$ cat src/rtl/i2c_am_pkg.sv
// Package: shared types for the I2C address recogniser.
// Assumes a 7-bit address field in the first byte (bits 7:1) and R/W in bit 0.
package i2c_am_pkg;

    localparam int A7_W = 7;

    // Class of a first byte, decided from its fixed bit patterns only.
    typedef enum logic [2:0] {
        CLS_NORMAL = 3'd0,
        CLS_GCALL  = 3'd1,
        CLS_START  = 3'd2,
        CLS_RSVD   = 3'd3,
        CLS_HDR10  = 3'd4
    } addr_class_e;

endpackage

$ cat src/rtl/am_classify.sv
// Module: am_classify
// Sorts a first byte into general call, start byte, reserved, 10-bit header
// or ordinary address. Purely combinational and independent of the mask.
// Assumes the 7-bit address is the upper seven bits of the byte.
module am_classify
    import i2c_am_pkg::*;
(
    input  logic [A7_W-1:0] a7,
    input  logic            rw,
    output addr_class_e     cls
);

    // Pattern decode: all-zero first, then header, then reserved ranges.
    always_comb begin
        cls = CLS_NORMAL;
        if (a7 == '0) begin
            cls = rw ? CLS_START : CLS_GCALL;
        end else if (a7[6:2] == 5'b11110) begin
            cls = CLS_HDR10;
        end else if ((a7[6:3] == 4'b0000) || (a7[6:2] == 5'b11111)) begin
            cls = CLS_RSVD;
        end
    end

endmodule

$ cat src/rtl/am_mask_cmp.sv
// Module: am_mask_cmp
// Bitwise equality of two W-bit vectors in which any position whose mask bit
// is 1 always counts as equal. Combinational.
module am_mask_cmp #(
    parameter int W = 8
) (
    input  logic [W-1:0] a,
    input  logic [W-1:0] b,
    input  logic [W-1:0] dc_mask,
    output logic         eq
);

    logic [W-1:0] miss;

    // One miss bit per position: differs and is not masked.
    for (genvar i = 0; i < W; i++) begin : g_bit
        assign miss[i] = (a[i] ^ b[i]) & ~dc_mask[i];
    end

    assign eq = ~|miss;

endmodule

$ cat src/rtl/i2c_addr_match.sv
// Module: i2c_addr_match (top)
// Decides whether received address bytes select this target. It applies a
// don't-care mask, reserved-address rules, general-call gating and 10-bit
// two-byte matching.
// Assumes byte_vld is a one-cycle strobe with rx_byte and second_byte stable
// during it. Outputs are registered and valid the cycle after the strobe.
module i2c_addr_match
    import i2c_am_pkg::*;
#(
    parameter int ADDR_W = 10,
    parameter int BYTE_W = 8
) (
    input  logic              clk,
    input  logic              rst_n,
    input  logic              start_det,
    input  logic              byte_vld,
    input  logic              second_byte,
    input  logic [BYTE_W-1:0] rx_byte,
    input  logic [ADDR_W-1:0] own_addr,
    input  logic [ADDR_W-1:0] addr_mask,
    input  logic              mode_10b,
    input  logic              gc_en,
    input  logic              mask_bypass,
    output logic              addr_match,
    output logic              gen_call,
    output logic              rw_bit
);

    localparam int HI_W = ADDR_W - BYTE_W;

    logic [ADDR_W-1:0] mask_eff;
    logic [A7_W-1:0]   a7;
    logic              eq7, eq_hi, eq_lo;
    addr_class_e       cls;

    logic hdr_ok;
    logic match_n, gc_n, rw_n, hdr_n;

    // Effective mask: bypass mode forbids don't-care positions.
    assign mask_eff = mask_bypass ? '0 : addr_mask;
    assign a7       = rx_byte[BYTE_W-1:1];

    am_classify u_cls (
        .a7  (a7),
        .rw  (rx_byte[0]),
        .cls (cls)
    );

    am_mask_cmp #(.W(A7_W)) u_cmp7 (
        .a       (a7),
        .b       (own_addr[A7_W-1:0]),
        .dc_mask (mask_eff[A7_W-1:0]),
        .eq      (eq7)
    );

    am_mask_cmp #(.W(HI_W)) u_cmp_hi (
        .a       (a7[HI_W-1:0]),
        .b       (own_addr[ADDR_W-1:BYTE_W]),
        .dc_mask (mask_eff[ADDR_W-1:BYTE_W]),
        .eq      (eq_hi)
    );

    am_mask_cmp #(.W(BYTE_W)) u_cmp_lo (
        .a       (rx_byte),
        .b       (own_addr[BYTE_W-1:0]),
        .dc_mask (mask_eff[BYTE_W-1:0]),
        .eq      (eq_lo)
    );

    // Next-state decision for a received byte.
    always_comb begin
        match_n = addr_match;
        gc_n    = gen_call;
        rw_n    = rw_bit;
        hdr_n   = hdr_ok;
        if (!second_byte) begin
            rw_n    = rx_byte[0];
            match_n = 1'b0;
            gc_n    = 1'b0;
            hdr_n   = 1'b0;
            unique case (cls)
                CLS_GCALL: begin
                    match_n = gc_en;
                    gc_n    = gc_en;
                end
                CLS_HDR10:  hdr_n   = mode_10b && eq_hi;
                CLS_NORMAL: match_n = !mode_10b && eq7;
                default:    match_n = 1'b0;
            endcase
        end else if (mode_10b) begin
            match_n = hdr_ok && eq_lo;
            gc_n    = 1'b0;
        end
    end

    // State registers: start clears, a byte strobe loads the decision.
    always_ff @(posedge clk) begin
        if (!rst_n || start_det) begin
            addr_match <= 1'b0;
            gen_call   <= 1'b0;
            rw_bit     <= 1'b0;
            hdr_ok     <= 1'b0;
        end else if (byte_vld) begin
            addr_match <= match_n;
            gen_call   <= gc_n;
            rw_bit     <= rw_n;
            hdr_ok     <= hdr_n;
        end
    end

    // ---------------- assertions ----------------
    logic take_first;
    assign take_first = byte_vld && !start_det && !second_byte;

    a_r10_start_clears: assert property (@(posedge clk) disable iff (!rst_n)
        start_det |=> (!addr_match && !gen_call && !rw_bit));

    a_r5_gc_implies_match: assert property (@(posedge clk) disable iff (!rst_n)
        gen_call |-> addr_match);

    a_r5_gc_needs_enable: assert property (@(posedge clk) disable iff (!rst_n)
        (take_first && !gc_en) |=> !gen_call);

    a_r3_reserved_never: assert property (@(posedge clk) disable iff (!rst_n)
        (take_first && (cls == CLS_RSVD)) |=> !addr_match);

    a_r4_start_byte_never: assert property (@(posedge clk) disable iff (!rst_n)
        (take_first && (cls == CLS_START)) |=> (!addr_match && !gen_call));

    a_r8_first_10b_no_match: assert property (@(posedge clk) disable iff (!rst_n)
        (take_first && mode_10b && (cls != CLS_GCALL)) |=> !addr_match);

    a_r9_hold: assert property (@(posedge clk) disable iff (!rst_n)
        (!byte_vld && !start_det) |=>
            ($stable(addr_match) && $stable(gen_call) && $stable(rw_bit)));

    a_r12_second_7b_ignored: assert property (@(posedge clk) disable iff (!rst_n)
        (byte_vld && second_byte && !mode_10b && !start_det) |=>
            ($stable(addr_match) && $stable(gen_call) && $stable(rw_bit)));

endmodule

$ cat config.mk
export PLATFORM = sky130hd
export DESIGN_NAME = i2c_addr_match
export DESIGN_NICKNAME = d
export VERILOG_FILES = /design/src/rtl/i2c_am_pkg.sv /design/src/rtl/am_classify.sv /design/src/rtl/am_mask_cmp.sv /design/src/rtl/i2c_addr_match.sv
export SDC_FILE = /design/constraint.sdc
export NUM_CORES = 1
export LEC_CHECK = 0
export ABC_AREA = 1
export CORE_MARGIN = 1
export CORE_UTILIZATION = 33
export CTS_CLUSTER_DIAMETER = 200
export DETAILED_ROUTE_END_ITERATION = 16
export MAX_ROUTING_LAYER = met4
export PLACE_DENSITY = 0.81
export SETUP_SLACK_MARGIN = 0.02
export SLEW_MARGIN = 30
export SYNTH_ARGS = -nofsm -noshare
export SYNTH_HDL_FRONTEND = slang
export SYNTH_SLANG_ARGS = --single-unit
$ cat constraint.sdc
create_clock -name clk -period 0.9 [get_ports clk]
set_clock_uncertainty 0.1 [all_clocks]
set_input_delay 0.225 -clock clk [delete_from_list [all_inputs] [get_ports clk]]
set_output_delay 0.225 -clock clk [all_outputs]
set_load 0.01 [all_outputs]
==> results of run 1 <==
[per-stage QoR]
step                       util  cells
after floorplan               -    126
after global placement    0.636    195
after detailed placement  0.636    195
after CTS                 0.660    197
after global routing      0.694    198
final                     0.694    198
[placed cells by master, fill, tap and decap left out, drive strengths merged]
| cell type | n |
|---|---|
| dfxtp | 4 |
| buf | 26 |
| nand4 | 1 |
| nor3 | 1 |
| xor2 | 1 |
| o21bai | 1 |
| dlygate4sd2 | 11 |
| nand2 | 54 |
| a21oi | 6 |
| inv | 22 |
| clkdlybuf4s15 | 6 |
| nor4 | 1 |
| o2111ai | 1 |
| nand3 | 18 |
| nor2 | 11 |
| clkbuf | 4 |
| o21ai | 4 |
| clkinv | 1 |
[report_power, final]
group          leakage, uW  internal [uW]  total [uW]  switching [uW]
Clock            0.0000138            149         222            73.1
Sequential       0.0000343            182         184            2.50
Combinational     0.000574            209         451             242
Total             0.000622            540         857             317
[registers in the layout, summed over array words and instances (netlist names)]
register / flops
rw_bit: 1
addr_match: 1
hdr_ok: 1
gen_call: 1
[cell type report]
class	instances	area, sq um	area share
Clock buffer	3	22.5	0.0184
Inverter	23	130	0.106
Multi-Input combinational cell	99	581	0.474
Sequential cell	4	85.1	0.0695
Tap cell	25	31.3	0.0256
Timing Repair Buffer	44	374	0.306
[routing by layer]
metal	vias up	wire length (um)	track usage
met5	-	0	-
met4	0	24	0.0882
met3	2	109	0.0159
met2	34	1200	0.411
met1	442	973	0.239
li1	493	-	-
[cells by family (layout without fill, tap and decap cells)]
| family | after synthesis | in the layout | share of synthesized area |
|---|---|---|---|
| AND/OR/NAND/NOR | 86 | 86 | 0.592 |
| buffers and inverters | 23 | 70 | 0.145 |
| AO/OA/AOI/OAI | 12 | 12 | 0.123 |
| flip-flops | 4 | 4 | 0.127 |
| XOR/XNOR | 1 | 1 | 0.0139 |
[path summary, 6_finish.rpt]
path / startpoint / end / slack (ns)
worst min-delay path: mode_10b / gen_call / 0.19
worst max-delay path: addr_match / addr_match / -0.10
worst max register to register: hdr_ok / addr_match / -0.08
worst min register to register: gen_call / gen_call / 0.37
[what timing repair did]
item / 4_1_cts / 5_1_grt
setup buffers: 0 / 1
endpoints found under the hold margin: 0 / 0
setup endpoints to repair: 7 / 6
resized for setup: 144 / 33
pin swaps: 29 / 22
==> metrics.txt, run 1 <==
DRC errors left 0; Post-Syn Area per Cell 5.01 sq um; Setup CP Type reg -> out; EDFF count, synth 0; Worst-path clk slew 0.04 ns; top cell type by total area after synthesis nand2_1; CTS Sinks 4; # fillers 167; slowest stage delay, CP 0.34 ns; Peak VDD IR 591 uV; crit start category register; Total GRT Usage 0.221; final max-slew violation count 0; Overall Power 857 uW; Worst path depth 1; RePlAce Congestion 0.871; Root Driver clkbuf_4; CTS tree built; Mapped Area 632 sq um; Post-DP Area 1120 sq um; H-tree depth 1; largest net degree at the start of global routing 11; first-pass GRT wire length 3.33 mm; Tightest Pin Transition 0.235 ns; Mapped Cells 126; antenna cells 0; vias 971; DRT iter0 DRCs 15; share of the synthesized area in the top cell type 0.279; port bufs 38; Layout area overhead 93.7%; min Tclk post-route 1.00 ns; final WL 2.31 mm; crit end category primary output; max-cap check violation count 0; Detailed Routing Iterations Pass 1 4; RSZ-0062 raised after global routing true; Max stage delay cell, worst path dfxtp_2; Design Area, Final 1220 sq um; CP Data Arrival Time 0.68 ns; Seq/Total Area, Yosys 0.127; final hold vios 0; Post-DP HPWL 1.68 mm; top cells by area, synth nand2_1, nand3_1, dfxtp_1; WP buf/inv 1; Synth async-reset ratio 0; clock latency on the worst-skew pair 0.23 ns; CTS Hold Buffers Added 0; # IOs 39; die width 45.8 um; commonest cells in the netlist nand2_1, inv_1, nand3_1; Finish-stage setup viols 4; initial core utilization 0.358; required time worst endpoint 0.57 ns; total CTS buffers 3; synth warn 0; Unique masters post-synth 18; Worst R2R Path Depth 5; failing checks setup timing; family with the most delay on the worst path flip-flops; synthesized flop and latch total 4; Core Region 1760 sq um; synthesized net count 162; initial antenna violation count 0; worst hold slack 0.195 ns; clk buf depth 2; CP cell instances buf_6; worst hold path class in -> reg; Sum Neg Setup Slack -0.353 ns; GRT overflow 0; worst hold stages 4; Cell Pwr Density 701 nW/um^2; cell leakage power 0.000622 uW; Final Cycle Share 1.12; Avg WL per Cell 11.7 um; vias in the first global route 901; most frequent cell after synthesis nand2_1; ANT nets after route 0; layout cells sized above 1 0.486; nets@finish 211; FP Rows 15; Rel. slew slack 0.842; Final WS setup -0.104 ns; outcome finished, violations left; DIE HEIGHT 45.8 um; crit-path max FO 2; die area 2090 sq um; Vias/cell 4.90; FMAX 0.996 GHz; top_reg_cell synth dfxtp_1; DP Worst Slack -0.776 ns
(Power assumes the default switching activity.)
==> inputs of run 2 (changes only) <==
GPL_TIMING_DRIVEN = 0   (was default)
==> run 2 against run 1 <==
  * The run still ends with setup timing left
  * Sequential power hardly changed
  * Hold slack gained 0.044 ns
  * Highest routed layer unchanged
  * First-iteration DRC count is 6.7% lower
  * Clock power is 6% higher
  * Sequential share of layout area is 0.70 points higher
  * Cell count down 0.51%
  * Critical endpoint unchanged
  * Via count fell by 2.8%
  * Largest cell class unchanged
  * Critical path depth stayed put
  * Non-clock buffer count is 1 lower
  * Register-to-register slack about the same
  * Flip-flop and latch count unchanged
==> metrics.txt, run 2 (synthesized netlist as in run 1, its figures left out) <==
worst hold path class in -> reg (unchanged); outcome finished, violations left (unchanged); port bufs 38 (unchanged); CTS Hold Buffers Added 0 (unchanged); DIE HEIGHT 45.8 um (unchanged); Peak VDD IR 794 uV (was 591 uV); Post-DP Area 1060 sq um (was 1120 sq um); Most Crowded Layer GR met2 (unchanged); most frequent cells in the layout nand2_1, inv_2, nand3_1, dlygate4sd2_1, buf_2 (was nand2_1, inv_2, dlygate4sd2_1); DRT iter0 DRCs 14 (was 15); die area 2090 sq um (unchanged); FMAX 0.998 GHz (was 0.996 GHz); Detailed Routing Iterations Pass 1 4 (unchanged); initial antenna violation count 0 (unchanged); Final WS setup -0.102 ns (was -0.104 ns); CTS tree built (unchanged); final WL 2.08 mm (was 2.31 mm); Max stage delay cell, worst path dfxtp_1 (was dfxtp_2); CP cell instances buf_2 (was buf_6); Setup CP Type reg -> out (unchanged); Final Cycle Share 1.11 (was 1.12); final max-slew violation count 0 (unchanged); max-cap check violation count 0 (unchanged); min Tclk post-route 1.00 ns (about the same); largest net degree at the start of global routing 11 (unchanged); crit-path max FO 2 (unchanged); failing checks setup timing (unchanged); required time worst endpoint 0.57 ns (about the same); ANT nets after route 0 (unchanged); RePlAce Congestion 0.834 (was 0.871); Design Area, Final 1090 sq um (was 1220 sq um); DRC errors left 0 (unchanged); CP Data Arrival Time 0.68 ns (about the same); GRT overflow 0 (unchanged); WP buf/inv 1 (unchanged); Worst-path clk slew 0.03 ns (was 0.04 ns); Core Region 1760 sq um (unchanged); met1 Use GR 0.254 (was 0.239); FP Rows 15 (unchanged); Vias/cell 4.79 (was 4.90); # IOs 39 (unchanged); total CTS buffers 3 (unchanged); RSZ-0062 raised after global routing true (unchanged); crit start category register (unchanged); Sum Neg Setup Slack -0.429 ns (was -0.353 ns); Rel. slew slack 0.838 (was 0.842); Total GRT Usage 0.235 (was 0.221); family with the most delay on the worst path flip-flops (unchanged); cell leakage power 0.000596 uW (was 0.000622 uW); first-pass GRT wire length 3.42 mm (was 3.33 mm); Post-DP HPWL 1.53 mm (was 1.68 mm); DP Worst Slack -0.911 ns (was -0.776 ns); clk buf depth 2 (unchanged); Root Driver clkbuf_4 (unchanged); Finish-stage setup viols 6 (was 4); worst hold slack 0.239 ns (was 0.195 ns); vias 944 (was 971); crit end category primary output (unchanged); clock latency on the worst-skew pair 0.25 ns (was 0.23 ns); Cell Pwr Density 725 nW/um^2 (was 701 nW/um^2); layout cells sized above 1 0.419 (was 0.486); met3 Usage GRT 0.0754 (was 0.0159); vias in the first global route 869 (was 901); Tightest Pin Transition 0.242 ns (was 0.235 ns); commonest non-fill, non-tap cell in the layout nand2_1 (unchanged); slowest stage delay, CP 0.31 ns (was 0.34 ns); initial core utilization 0.358 (unchanged); final hold vios 0 (unchanged); nets@finish 210 (was 211); CTS Sinks 4 (unchanged); Avg WL per Cell 10.5 um (was 11.7 um); antenna cells 0 (unchanged); die width 45.8 um (unchanged); M2 GR Usage 0.409 (was 0.411); Layout area overhead 73.3% (was 93.7%); H-tree depth 1 (unchanged)
==> run 2: worst paths after layout <==
path / startpoint / endpoint / slack, ns / cells after the start
setup / recovery: addr_match / addr_match / -0.10 / 1
hold / removal: byte_vld / gen_call / 0.24 / 4
setup reg to reg: hdr_ok / addr_match / -0.09 / 5
hold reg to reg: gen_call / gen_call / 0.39 / 2
==> run 2: per-layer routing <==
layer	part of all wire	wire, um	vias to the layer above
met5	0	0	-
met4	0.010	21	0
met3	0.056	116	5
met2	0.51	1070	27
met1	0.42	873	427
li1	-	-	485
==> run 2: where the power goes <==
part	switching (uW)	total [uW]	internal, uW
Combinational	206	375	169
Sequential	1.58	183	182
Clock	85.2	235	150
==> run 2: through the flow <==
step	total power (uW)	std cells	util
after floorplan	349	126	-
after global placement	564	189	0.604
after global routing	858	197	0.621
final	793	197	0.621
after CTS	787	194	0.611
after detailed placement	569	189	0.604
==> run 2: final cells by class <==
type | instances | area, sq um
clock buffer | 3 | 22.5
fill | 184 | 669
multi-input combinational | 99 | 526
inverter | 23 | 113
timing repair buffer | 43 | 319
sequential | 4 | 83.8
tap | 25 | 31.3
==> run 2: what timing repair did <==
action / CTS / global route
endpoints found under the setup margin: 7 / 6
cloned: 0 / 0
resized for setup: 115 / 17
pin swaps: 21 / 10
setup buffers: 2 / 3
==> inputs of run 3 (changes only) <==
HOLD_SLACK_MARGIN = 0.12   (was default)
TNS_END_PERCENT = 10   (was default)
==> run 3 against run 2 <==
  * The run still ends with setup timing left
  * Hold slack better by 0.028 ns
  * Flip-flop and latch count is the same
  * Power up 0.64%
  * Final area rose by 0.11%
  * Register-to-register slack about the same
==> metrics.txt, run 3 (synthesized netlist as in run 1, its figures left out) <==
Most Crowded Layer GR met2 (unchanged); FMAX 0.989 GHz (was 0.998 GHz); fin cells 198 (was 197); Tightest Pin Transition 0.195 ns (was 0.242 ns); placed insts 189 (unchanged); met3 Usage GRT 0.0794 (was 0.0754); RSZ-0062 raised after global routing true (unchanged); GRT overflow 0 (unchanged); vias 946 (was 944); CTS Sinks 4 (unchanged); Layout area overhead 73.5% (was 73.3%); register area 83.8 sq um (unchanged); M2 GR Usage 0.369 (was 0.409); Final WS setup -0.111 ns (was -0.102 ns); crit start category input port (was register); final max-slew violation count 0 (unchanged); total CTS buffers 3 (unchanged); CP Data Arrival Time 1.09 ns (was 0.68 ns); Setup CP Type in -> reg (was reg -> out); clock latency on the worst-skew pair 0.25 ns (about the same); final hold vios 0 (unchanged); DRT iter0 DRCs 22 (was 14); Cell Pwr Density 729 nW/um^2 (was 725 nW/um^2); DP Worst Slack -0.911 ns (unchanged); Overall Power 799 uW (was 793 uW); outcome finished, violations left (unchanged); Worst-path clk slew 0.04 ns (was 0.03 ns); CTS tree built (unchanged); layout cells sized above 1 0.405 (was 0.419); Root Driver clkbuf_4 (unchanged); required time worst endpoint 0.97 ns (was 0.57 ns); Total GRT Usage 0.221 (was 0.235); met1 Use GR 0.239 (was 0.254); crit-path max FO 1 (was 2); Multi-input gate area 519 sq um (was 526 sq um); largest net degree at the start of global routing 11 (unchanged); final WL 2.08 mm (about the same); antenna cells 0 (unchanged); DRC errors left 0 (unchanged); port bufs 38 (unchanged); initial core utilization 0.358 (unchanged); most frequent cells in the layout nand2_1, nand3_1, dlygate4sd2_1 (was nand2_1, inv_2, nand3_1, dlygate4sd2_1, buf_2); DIE HEIGHT 45.8 um (unchanged); min Tclk post-route 1.01 ns (was 1.00 ns); H-tree depth 1 (unchanged); worst hold path class in -> reg (unchanged); Detailed Routing Iterations Pass 1 4 (unchanged); # fillers 186 (was 184); Post-DP HPWL 1.53 mm (unchanged); Finish-stage setup viols 6 (unchanged); die area 2090 sq um (unchanged); Vias/cell 4.78 (was 4.79); FP Rows 15 (unchanged); cell leakage power 0.000599 uW (was 0.000596 uW); die width 45.8 um (unchanged); vias in the first global route 836 (was 869); initial antenna violation count 0 (unchanged); commonest non-fill, non-tap cell in the layout nand2_1 (unchanged); max-cap check violation count 0 (unchanged); clk buf depth 2 (unchanged); Core Region 1760 sq um (unchanged); RePlAce Congestion 0.834 (unchanged); worst hold slack 0.268 ns (was 0.239 ns); Sum Neg Setup Slack -0.522 ns (was -0.429 ns); ANT nets after route 0 (unchanged); Rel. slew slack 0.869 (was 0.838); # IOs 39 (unchanged); first-pass GRT wire length 3.22 mm (was 3.42 mm); Peak VDD IR 790 uV (was 794 uV); failing checks setup timing (unchanged); crit end category register (was primary output); Final Cycle Share 1.12 (was 1.11); Avg WL per Cell 10.5 um (about the same); nets@finish 211 (was 210)
## run 3: cell count changes in the layout (fill, tap and decap cells not counted), sizes merged
cell           change
clkbuf             +2
clkdlybuf4s15      -2
clkdlybuf4s50      +2
buf                -1
## run 3: cell type report
type | instances | area share
multi-input cells | 99 | 0.474
clock buffers | 3 | 0.0205
flip-flops and latches | 4 | 0.0765
well taps | 25 | 0.0285
repair buffers | 44 | 0.298
inverters | 23 | 0.103
## run 3: power by group
| part | leakage [uW] | switching (uW) | total [uW] | internal, uW |
|---|---|---|---|---|
| logic | 0.000551 | 206 | 380 | 174 |
| registers | 0.0000339 | 1.82 | 183 | 182 |
| clock network | 0.0000138 | 85.1 | 235 | 150 |
| total | 0.000599 | 293 | 799 | 506 |
## run 3: layer usage
| layer | wire [um] | up-vias |
|---|---|---|
| li1 | - | 491 |
| met1 | 883 | 422 |
| met2 | 1070 | 29 |
| met3 | 118 | 4 |
| met4 | 16 | 0 |
| met5 | 0 | - |
## run 3: worst max-delay path: stages
cell and delay (ns):
clkdlybuf4s50_1 0.47, nand2_1 0.06, nand2_1 0.06, o2111ai_1 0.11, a21oi_1 0.16
## run 3: what timing repair did
item | 4_1_cts | 5_1_grt
hold buffers | 0 | 0
resized for setup | 99 | 24
pin swaps | 19 | 9
setup buffers | 1 | 5
setup endpoints to repair | 7 | 7
## run 3: per-stage QoR
| stage | area (sq um) | utilization |
|---|---|---|
| 2_1_floorplan | 653 | - |
| 3_3_place_gp | 1060 | 0.604 |
| 3_5_place_dp | 1060 | 0.604 |
| 4_1_cts | 1080 | 0.612 |
| 5_1_grt | 1100 | 0.621 |
| 6_report | 1100 | 0.621 |
## run 3: path summary, 6_finish.rpt
path                startpoint    endpoint  slack, ns  cells after the start
hold reg to reg       gen_call    gen_call       0.39                      2
setup / recovery  addr_mask[9]      hdr_ok      -0.11                      5
hold / removal      rx_byte[3]      hdr_ok       0.27                      4
setup reg to reg        hdr_ok  addr_match      -0.09                      5
